File: src/rtl/vpb_pkg.sv
package vpb_pkg;

    parameter int unsigned BYTE_W = 8;
    parameter int unsigned WORD_W = 2 * BYTE_W;
    parameter int unsigned ADDR_W = 5;

    // read decode ignores bit 1, write decode ignores bits 1:0
    localparam logic [ADDR_W-1:0] RD_MASK = 5'h1D;
    localparam logic [ADDR_W-1:0] WR_MASK = 5'h1C;

    localparam logic [WORD_W-1:0] DATA_RST = 16'hC3A5;
    localparam logic [WORD_W-1:0] CTRL_RST = 16'h0312;
    localparam logic [WORD_W-1:0] HV_RST   = 16'h4B2D;
    localparam logic [BYTE_W-1:0] IDLE_BYTE = 8'hFF;
    localparam logic [BYTE_W-1:0] CTRL_HI_FILL = 8'hFC;

    typedef enum logic [3:0] {
        RS_DATA_HI,
        RS_DATA_LO,
        RS_CTRL_HI,
        RS_CTRL_LO,
        RS_HV_HI,
        RS_HV_LO,
        RS_DEAD,
        RS_ILLEGAL
    } rd_sel_e;

    typedef enum logic [2:0] {
        WS_DATA,
        WS_CTRL,
        WS_TEST,
        WS_SOUND,
        WS_DEAD,
        WS_ILLEGAL
    } wr_sel_e;

    // strobe vector bit positions
    localparam int unsigned STB_DATA = 0;
    localparam int unsigned STB_CTRL = 1;
    localparam int unsigned STB_TEST = 2;
    localparam int unsigned STB_SND  = 3;
    localparam int unsigned STB_N    = 4;

    typedef struct packed {
        logic [BYTE_W-1:0] rdata;
        logic              halt;
        logic [STB_N-1:0]  stb;
        logic [WORD_W-1:0] wword;
        logic [BYTE_W-1:0] sbyte;
    } bridge_st_t;

endpackage

File: src/rtl/vpb_rd_dec.sv
module vpb_rd_dec
    import vpb_pkg::*;
(
    input  logic [ADDR_W-1:0] addr,
    output rd_sel_e           sel
);
    logic [ADDR_W-1:0] key;

    always_comb begin
        key = addr & RD_MASK;
        unique case (key)
            5'h00:          sel = RS_DATA_HI;
            5'h01:          sel = RS_DATA_LO;
            5'h04:          sel = RS_CTRL_HI;
            5'h05:          sel = RS_CTRL_LO;
            5'h08, 5'h0C:   sel = RS_HV_HI;
            5'h09, 5'h0D:   sel = RS_HV_LO;
            5'h18, 5'h19,
            5'h1C, 5'h1D:   sel = RS_DEAD;
            default:        sel = RS_ILLEGAL;
        endcase
    end
endmodule

File: src/rtl/vpb_wr_dec.sv
module vpb_wr_dec
    import vpb_pkg::*;
(
    input  logic [ADDR_W-1:0] addr,
    output wr_sel_e           sel
);
    logic [ADDR_W-1:0] key;

    always_comb begin
        key = addr & WR_MASK;
        unique case (key)
            5'h00:        sel = WS_DATA;
            5'h04:        sel = WS_CTRL;
            5'h10, 5'h14: sel = addr[0] ? WS_SOUND : WS_DEAD;
            5'h18:        sel = WS_DEAD;
            5'h1C:        sel = WS_TEST;
            default:      sel = WS_ILLEGAL;
        endcase
    end
endmodule

File: src/rtl/vpb_port_stub.sv
module vpb_port_stub
    import vpb_pkg::*;
(
    input  logic              clk,
    input  logic              rst_n,
    input  logic [STB_N-1:0]  stb,
    input  logic [WORD_W-1:0] wword,
    output logic [WORD_W-1:0] data_word,
    output logic [WORD_W-1:0] ctrl_word,
    output logic [WORD_W-1:0] hv_word
);
    typedef struct packed {
        logic [WORD_W-1:0] data;
        logic [WORD_W-1:0] ctrl;
        logic [WORD_W-1:0] hv;
    } stub_st_t;

    stub_st_t st_d, st_q;

    always_comb begin
        st_d = st_q;
        if (stb[STB_DATA]) st_d.data = wword;
        if (stb[STB_CTRL]) st_d.ctrl = wword;
        if (|stb)          st_d.hv   = st_q.hv + WORD_W'(1);
    end

    always_ff @(posedge clk) begin
        if (!rst_n) begin
            st_q.data <= DATA_RST;
            st_q.ctrl <= CTRL_RST;
            st_q.hv   <= HV_RST;
        end else begin
            st_q <= st_d;
        end
    end

    assign data_word = st_q.data;
    assign ctrl_word = st_q.ctrl;
    assign hv_word   = st_q.hv;
endmodule

File: src/rtl/vport_bridge.sv
module vport_bridge
    import vpb_pkg::*;
(
    input  logic              clk,
    input  logic              rst_n,
    input  logic [ADDR_W-1:0] cpu_addr,
    input  logic              cpu_rd,
    input  logic              cpu_wr,
    input  logic [BYTE_W-1:0] cpu_wdata,
    input  logic              force_ack,
    output logic [BYTE_W-1:0] cpu_rdata,
    output logic              halt,
    output logic              port_wr_data,
    output logic              port_wr_ctrl,
    output logic              port_wr_test,
    output logic [WORD_W-1:0] port_wdata,
    output logic              snd_wr,
    output logic [BYTE_W-1:0] snd_data
);
    rd_sel_e           rsel;
    wr_sel_e           wsel;
    logic [WORD_W-1:0] data_word, ctrl_word, hv_word;
    bridge_st_t        st_d, st_q;
    logic              rd_go, wr_go, bad_access;

    vpb_rd_dec u_rd_dec (.addr(cpu_addr), .sel(rsel));
    vpb_wr_dec u_wr_dec (.addr(cpu_addr), .sel(wsel));

    vpb_port_stub u_stub (
        .clk       (clk),
        .rst_n     (rst_n),
        .stb       (st_q.stb),
        .wword     (st_q.wword),
        .data_word (data_word),
        .ctrl_word (ctrl_word),
        .hv_word   (hv_word)
    );

    always_comb begin
        st_d       = st_q;
        st_d.stb   = '0;
        bad_access = 1'b0;
        wr_go      = cpu_wr && !st_q.halt;
        rd_go      = cpu_rd && !cpu_wr && !st_q.halt;

        if (wr_go) begin
            unique case (wsel)
                WS_DATA: begin
                    st_d.stb[STB_DATA] = 1'b1;
                    st_d.wword = {cpu_wdata, cpu_wdata};
                end
                WS_CTRL: begin
                    st_d.stb[STB_CTRL] = 1'b1;
                    st_d.wword = {cpu_wdata, cpu_wdata};
                end
                WS_TEST: begin
                    st_d.stb[STB_TEST] = 1'b1;
                    st_d.wword = {cpu_wdata, cpu_wdata};
                end
                WS_SOUND: begin
                    st_d.stb[STB_SND] = 1'b1;
                    st_d.sbyte = cpu_wdata;
                end
                WS_ILLEGAL: bad_access = 1'b1;
                default: ;
            endcase
        end else if (rd_go) begin
            unique case (rsel)
                RS_DATA_HI: st_d.rdata = data_word[WORD_W-1:BYTE_W];
                RS_DATA_LO: st_d.rdata = data_word[BYTE_W-1:0];
                RS_CTRL_HI: st_d.rdata = CTRL_HI_FILL | {6'b0, ctrl_word[9:8]};
                RS_CTRL_LO: st_d.rdata = ctrl_word[BYTE_W-1:0];
                RS_HV_HI:   st_d.rdata = hv_word[WORD_W-1:BYTE_W];
                RS_HV_LO:   st_d.rdata = hv_word[BYTE_W-1:0];
                RS_ILLEGAL: begin
                    st_d.rdata = IDLE_BYTE;
                    bad_access = 1'b1;
                end
                default:    st_d.rdata = IDLE_BYTE;
            endcase
        end

        if (bad_access && !force_ack) st_d.halt = 1'b1;
    end

    always_ff @(posedge clk) begin
        if (!rst_n) begin
            st_q.rdata <= IDLE_BYTE;
            st_q.halt  <= 1'b0;
            st_q.stb   <= '0;
            st_q.wword <= '0;
            st_q.sbyte <= '0;
        end else begin
            st_q <= st_d;
        end
    end

    assign cpu_rdata    = st_q.rdata;
    assign halt         = st_q.halt;
    assign port_wr_data = st_q.stb[STB_DATA];
    assign port_wr_ctrl = st_q.stb[STB_CTRL];
    assign port_wr_test = st_q.stb[STB_TEST];
    assign snd_wr       = st_q.stb[STB_SND];
    assign port_wdata   = st_q.wword;
    assign snd_data     = st_q.sbyte;
endmodule

File: config.mk
export PLATFORM = sky130hd
export DESIGN_NAME = vport_bridge
export DESIGN_NICKNAME = d
export VERILOG_FILES = /design/src/rtl/vpb_pkg.sv /design/src/rtl/vpb_rd_dec.sv /design/src/rtl/vpb_wr_dec.sv /design/src/rtl/vpb_port_stub.sv /design/src/rtl/vport_bridge.sv
export SDC_FILE = /design/constraint.sdc
export NUM_CORES = 1
export LEC_CHECK = 0
export BUFFER_PORTS_ARGS = -buffer_cell sky130_fd_sc_hd__buf_2
export CORE_MARGIN = 2
export CORE_UTILIZATION = 30
export CTS_CLUSTER_DIAMETER = 120
export DETAILED_ROUTE_END_ITERATION = 8
export GPL_TIMING_DRIVEN = 1
export SYNTH_ARGS = -nofsm -noshare
export SYNTH_HDL_FRONTEND = slang
export SYNTH_SLANG_ARGS = --single-unit
File: constraint.sdc
create_clock -name clk -period 2.4 [get_ports clk]
set_input_delay 0.24 -clock clk [delete_from_list [all_inputs] [get_ports clk]]
set_output_delay 0.24 -clock clk [all_outputs]
set_load 0.02 [all_outputs]
# After elaboration in Yosys (flattened, before gate mapping)

Memories as Yosys holds them, arrays and structs flattened.
Index checks and enable logic that the tools add are counted.

Add/subtract/negate cells: 1
Magnitude comparators: 0
Eq/ne operators: 15
Bitwise operators: 1
Divide/modulo/power cells: 0
Shift operators: 0
Multiplexer cells: 11
Reduce and logical (&&, ||, !) cells: 17
Multipliers: 0

Operator list:

| kind                                           | count |
|---|---|
| one-hot mux 8 bit (6 select lines)             | 1 |
| adder 16 x 1 -> 16 bit (second input constant) | 1 |
| == test 3 bit (second input constant)          | 5 |
| one-hot mux 3 bit (5 select lines)             | 1 |
| == test 4 x 3 -> 1 bit (second input constant) | 3 |
| == test 4 x 2 -> 1 bit (second input constant) | 2 |
| 2-to-1 mux 1 bit                               | 8 |
| AND reduction 2 bit                            | 4 |
| == test 3 x 1 -> 1 bit (second input constant) | 2 |
| == test 3 x 2 -> 1 bit (second input constant) | 2 |
| zero test 5 bit                                | 1 |
| == test 4 x 1 -> 1 bit (second input constant) | 1 |
| logical AND 1 bit                              | 4 |
| zero test 4 bit                                | 1 |
| OR reduction 4 bit                             | 1 |
| zero test 1 bit                                | 3 |
| zero test 3 bit                                | 1 |
| 2-to-1 mux 3 bit                               | 1 |
| OR reduction 3 bit                             | 1 |
| OR reduction 2 bit                             | 1 |
| inverter 1 bit                                 | 1 |

Memory bits (read-only): 96
Word-level logic and storage cells: 54
Output and inout bits: 37
Bits in writable memories: 0
Latch bits: 0
Memories kept: 1
Register bits: 79

Memory list:

| name             | depth | width | rd ports | clocked after Yosys merged registers in | wr ports | line             | source |
|---|---|---|---|---|---|---|---|
| (name not given) | 32    | 3     | 1        | 0                                       | 0        | vpb_rd_dec.sv:11 | `unique case (key)` |

# Logic depth before layout (Yosys ltp)

Word-level depth: 7
Mapped depth: 6

# Cells and area by module

Synthesis repeated with hierarchy kept, for this count alone.

Cell total of the unflattened synthesis: 369
Area, all modules: 3533.4 sq um

By module, submodules not included:

| module        | times used | seq. area each (sq um) | area each (sq um) | cells an instance |
|---|---|---|---|---|
| vpb_port_stub | 1          | 960.9                  | 1944.4            | 187 |
| vport_bridge  | 1          | 580.6                  | 1493.9            | 168 |
| vpb_wr_dec    | 1          | 0.0                    | 50.0              | 8 |
| vpb_rd_dec    | 1          | 0.0                    | 45.0              | 6 |

# Worst setup path after synthesis

Ideal clock, no wire load.

Path type: reg-to-reg
Start point: register port_wr_data (netlist name)
End point: register u_stub.st_q, in the netlist u_stub.hv_word[13]
Path buffers: 2
Data arrival time: 1.810 ns
Data required time: 2.328 ns
Cell stages (with the launch flop): 7
Period minus slack after synthesis: 1.882 ns
Setup slack: 0.518 ns
Cells stage by stage: dfxtp_1 buf_2 nor4_2 or4_1 buf_2 or3_1 a21oi_1

Cells in the longest elaborated chain, start to end: 1

RTL lines:

| element              | line                | source |
|---|---|---|
| OR reduction 4 bit   | vpb_port_stub.sv:24 | `if (\|stb) st_d.hv = st_q.hv + WORD_W'(1);` |
| to (signal assigned) | vpb_port_stub.sv:33 | `st_q <= st_d;` |
| to (decl)            | vpb_port_stub.sv:18 | `stub_st_t st_d, st_q;` |

Every way passes these cells.
A chain may end at the register's enable or synchronous reset.

# Worst setup path after layout

Start point: register u_stub.st_q, in the netlist u_stub.hv_word[1]
End point: register u_stub.st_q, in the netlist u_stub.hv_word[14]

Cells in the longest elaborated chain, start to end: 1

RTL lines:

| element                | line |
|---|---|
| adder 16 x 1 -> 16 bit | vpb_port_stub.sv:24 |

Every way passes these cells.

==> results.sh <==
export IMPL_status="finished, final reports clean"
export IMPL_post_route_period_util_pct=76.3
export IMPL_n_antenna_cell=0
export IMPL_vias=2360
export IMPL_rsz0062_at_grt="false"
export IMPL_synthesis_area_sq_um=2870
export IMPL_cts_buffers=9
export IMPL_nNetsFinal=376
export IMPL_pwr_density_cell_nw_per_um2=670
export IMPL_ys_warn_count=0
export IMPL_drcViolationCount=0
export IMPL_cap_viol_max_count=0
export IMPL_drt_iter0_drc=104
export IMPL_core_area_sq_um=9240
export IMPL_synth_most_common_cell="dfxtp_1"
export IMPL_yosysUniqueCellTypes=45
export IMPL_ios=55
export IMPL_synth_nets=335
export IMPL_grt_pass1_wl_microns=11200
export IMPL_nFillCells=973
export IMPL_finalSetupTns_ns=0
export IMPL_h_tree_depth=3
export IMPL_worst_setup_path_end_kind="flip-flop"
export IMPL_drtAntennaViolNets=0
export IMPL_synth_edff_count=0
export IMPL_synth_seq_cells=66
export IMPL_portBuffers=53
export IMPL_setup_viol=0
export IMPL_intPower_mw=1.70
export IMPL_fmax_mhz=546
export IMPL_gp_congestion=0.753
export IMPL_hold_ws_ns=0.146
export IMPL_grt_use_total_pct=14.2
export IMPL_drv_slew=0
export IMPL_met1_usage_pct=19.1
export IMPL_row_count=35
export IMPL_grt_max_degree=33
export IMPL_period_needed_ns=1.83
export IMPL_dp_hpwl_microns=4800
export IMPL_post_cts_buffers=0
export IMPL_grt_use_met3_pct=4.76
export IMPL_drive_gt1_share_pct=20.7
export IMPL_clock_sinks=66
export IMPL_drt_pass1_iterations=4
export IMPL_overflow=0
export IMPL_synthArstFlopShare_pct=0
export IMPL_synth_common_cells="dfxtp_1, nor2_1, mux2i_1, nand2_1, nand2b_1"
export IMPL_antenna_found_initial=0
export IMPL_ir_drop_uv=402
export IMPL_finalHoldViolations=0
export IMPL_min_path_type="primary input to flip-flop"
export IMPL_cp_top_family="simple AND/OR/NAND/NOR gates"
export IMPL_grt_busiest_layer="met2"
export IMPL_grt_pass1_vias=2228
export IMPL_cp_buffers_inverters=0
export IMPL_viasPerCell=4.81
export IMPL_cp_data_required_time_ns=2.68
export IMPL_path_class="flip-flop to flip-flop"
export IMPL_cts_resized_gates=0
export IMPL_netlist_instances=316
export IMPL_cts_tree="built"
export IMPL_multi_input_area_sq_um=1400
export IMPL_grt_util_met2_pct=21.7
export IMPL_synth_avg_cell_area_sq_um=9.07
export IMPL_worstMarginPinSlew_ns=0.691
export IMPL_cts_root_buffer="clkbuf_8"
export IMPL_die_y_microns=102
export IMPL_seq_area_frac_synth_pct=46.1
export IMPL_p_leak_nw=1.37
export IMPL_synthFlopType="dfxtp_1"
export IMPL_netSwitchingFraction_pct=25.0
export IMPL_clock_path_buffers=2
export IMPL_register_area_sq_um=1320
export IMPL_cp_start_kind="flip-flop"
export IMPL_routedWlPerCell_microns=13.9
export IMPL_synth_top_area_share_pct=46.1
export IMPL_p_seq_share_pct=50.2
export IMPL_initial_core_util_pct=31.0
export IMPL_slowest_stage="or4_1"
export IMPL_clkPwrFrac_pct=40.9
export IMPL_cp_data_arrival_time_ns=2.11
export IMPL_slew_headroom_pct=53.7
export IMPL_max_stage_delay_ns=0.57
export IMPL_die_w_microns=102
export IMPL_area_growth_syn_to_layout_pct=18.3
export IMPL_finalPower_mw=2.27
export IMPL_insertion_delay_ns=0.34
export IMPL_clk_pin_slew_worst_paths_ns=0.07
export IMPL_synth_area_leaders="dfxtp_1, mux2i_1, nor2_1"
export IMPL_worst_path_max_fanout=6
export IMPL_hold_buffers=0
export IMPL_cp_cell_sequence="ha_1 > o41a_1 > nand4_1 > or4_1 > nand3_1"
export IMPL_die_area_sq_um=10300
export IMPL_skew_ns=0.0115
export IMPL_p_comb_share_pct=8.9
export IMPL_wl_microns=6810
export IMPL_yosys_area_top_type="dfxtp_1"
export IMPL_p_switching_mw=0.567
==> worst register-to-register path: cells and delay by family, from the launching register on <==
family | cells | cell delay, ns
compound gates | 1 | 0.26
fa+ha+maj | 1 | 0.18
flops | 1 | 0.41
simple gates | 3 | 0.94
==> flip-flops by register name (all words and copies together), names as in the netlist <==
name and flops:
u_stub.hv_word 16, u_stub.data_word 12, u_stub.ctrl_word 9, cpu_rdata 8, port_wdata 8, snd_data 8, halt 1, port_wr_ctrl 1
port_wr_data 1, port_wr_test 1, snd_wr 1
==> cell families (layout without fill, tap and decap cells) <==
logic type	after synthesis	after routing	synth area share, %
and+or+nand+nor	137	137	24.4
DFF	66	66	46.1
AOI/OAI and AO/OA	40	40	9.69
muxes	33	33	11.6
buffers and inverters	30	76	5.07
xor gates and xnor gates	9	9	2.75
adders and majority gates	1	1	0.437
==> area by class of cell <==
| class | count | share of cell area [%] |
|---|---|---|
| Clock inverter | 4 | 1.51 |
| Multi-Input combinational cell | 220 | 41.3 |
| Clock buffer | 12 | 4.28 |
| Tap cell | 129 | 4.76 |
| Timing Repair Buffer | 58 | 8.94 |
| Inverter | 2 | 0.222 |
| Sequential cell | 66 | 39.0 |
==> power groups by stage <==
stage | Clock (mW) | Sequential, mW | Combinational (mW)
global route | 1.01 | 1.14 | 0.224
floorplan | 0 | 1.18 | 0.125
finish | 0.929 | 1.14 | 0.203
global placement | 0 | 1.16 | 0.203
CTS | 0.955 | 1.14 | 0.206
detailed placement | 0 | 1.16 | 0.205
==> path summary, 6_finish.rpt <==
kind	endpoint	cells after the start	from	slack [ns]
max	u_stub.hv_word[14]	5	u_stub.hv_word[1]	0.57
min	snd_data[2]	3	cpu_wdata[2]	0.15
max reg2reg	u_stub.hv_word[14]	5	u_stub.hv_word[1]	0.57
min reg2reg	cpu_rdata[2]	1	cpu_rdata[2]	0.47
==> metal layers <==
layer	part of all wire [%]	wire length, microns
met5	0	0
met4	0.78	53
met3	6.6	451
met2	46	3120
met1	47	3190
==> through the flow <==
| step | cells | util, % | setup WS, ns | area, sq um |
|---|---|---|---|---|
| floorplan | 316 | - | 0.518 | 2870 |
| global route | 491 | 36.7 | 0.417 | 3390 |
| detailed placement | 475 | 34.5 | 0.574 | 3190 |
| finish | 491 | 36.7 | 0.569 | 3390 |
| CTS | 491 | 36.7 | 0.571 | 3390 |
| global placement | 475 | 34.5 | 0.594 | 3190 |
==> layout by cell type (no fill, tap or decap), types with 2 or more instances in the layout <==
| cell type | instances |
|---|---|
| a21oi_1 | 14 |
| or4_1 | 2 |
| o32a_1 | 6 |
| nand4b_1 | 3 |
| mux2i_1 | 32 |
| dfxtp_1 | 66 |
| nor2_1 | 42 |
| o21ai_0 | 5 |
| and3_1 | 3 |
| xor2_1 | 4 |
| buf_2 | 53 |
| buf_4 | 5 |
| a222oi_1 | 2 |
| nand3b_1 | 5 |
| nand3_1 | 13 |
| nand2_1 | 28 |
| nand4_1 | 5 |
| nor3b_1 | 2 |
| nor3_1 | 6 |
| or3_1 | 2 |
| nand2b_1 | 17 |
| clkbuf_8 | 10 |
| nor2b_1 | 3 |
| o31ai_1 | 2 |
| xnor2_1 | 5 |
| o211ai_1 | 3 |
| clkbuf_1 | 2 |
Power figures use the tool's default switching activity.
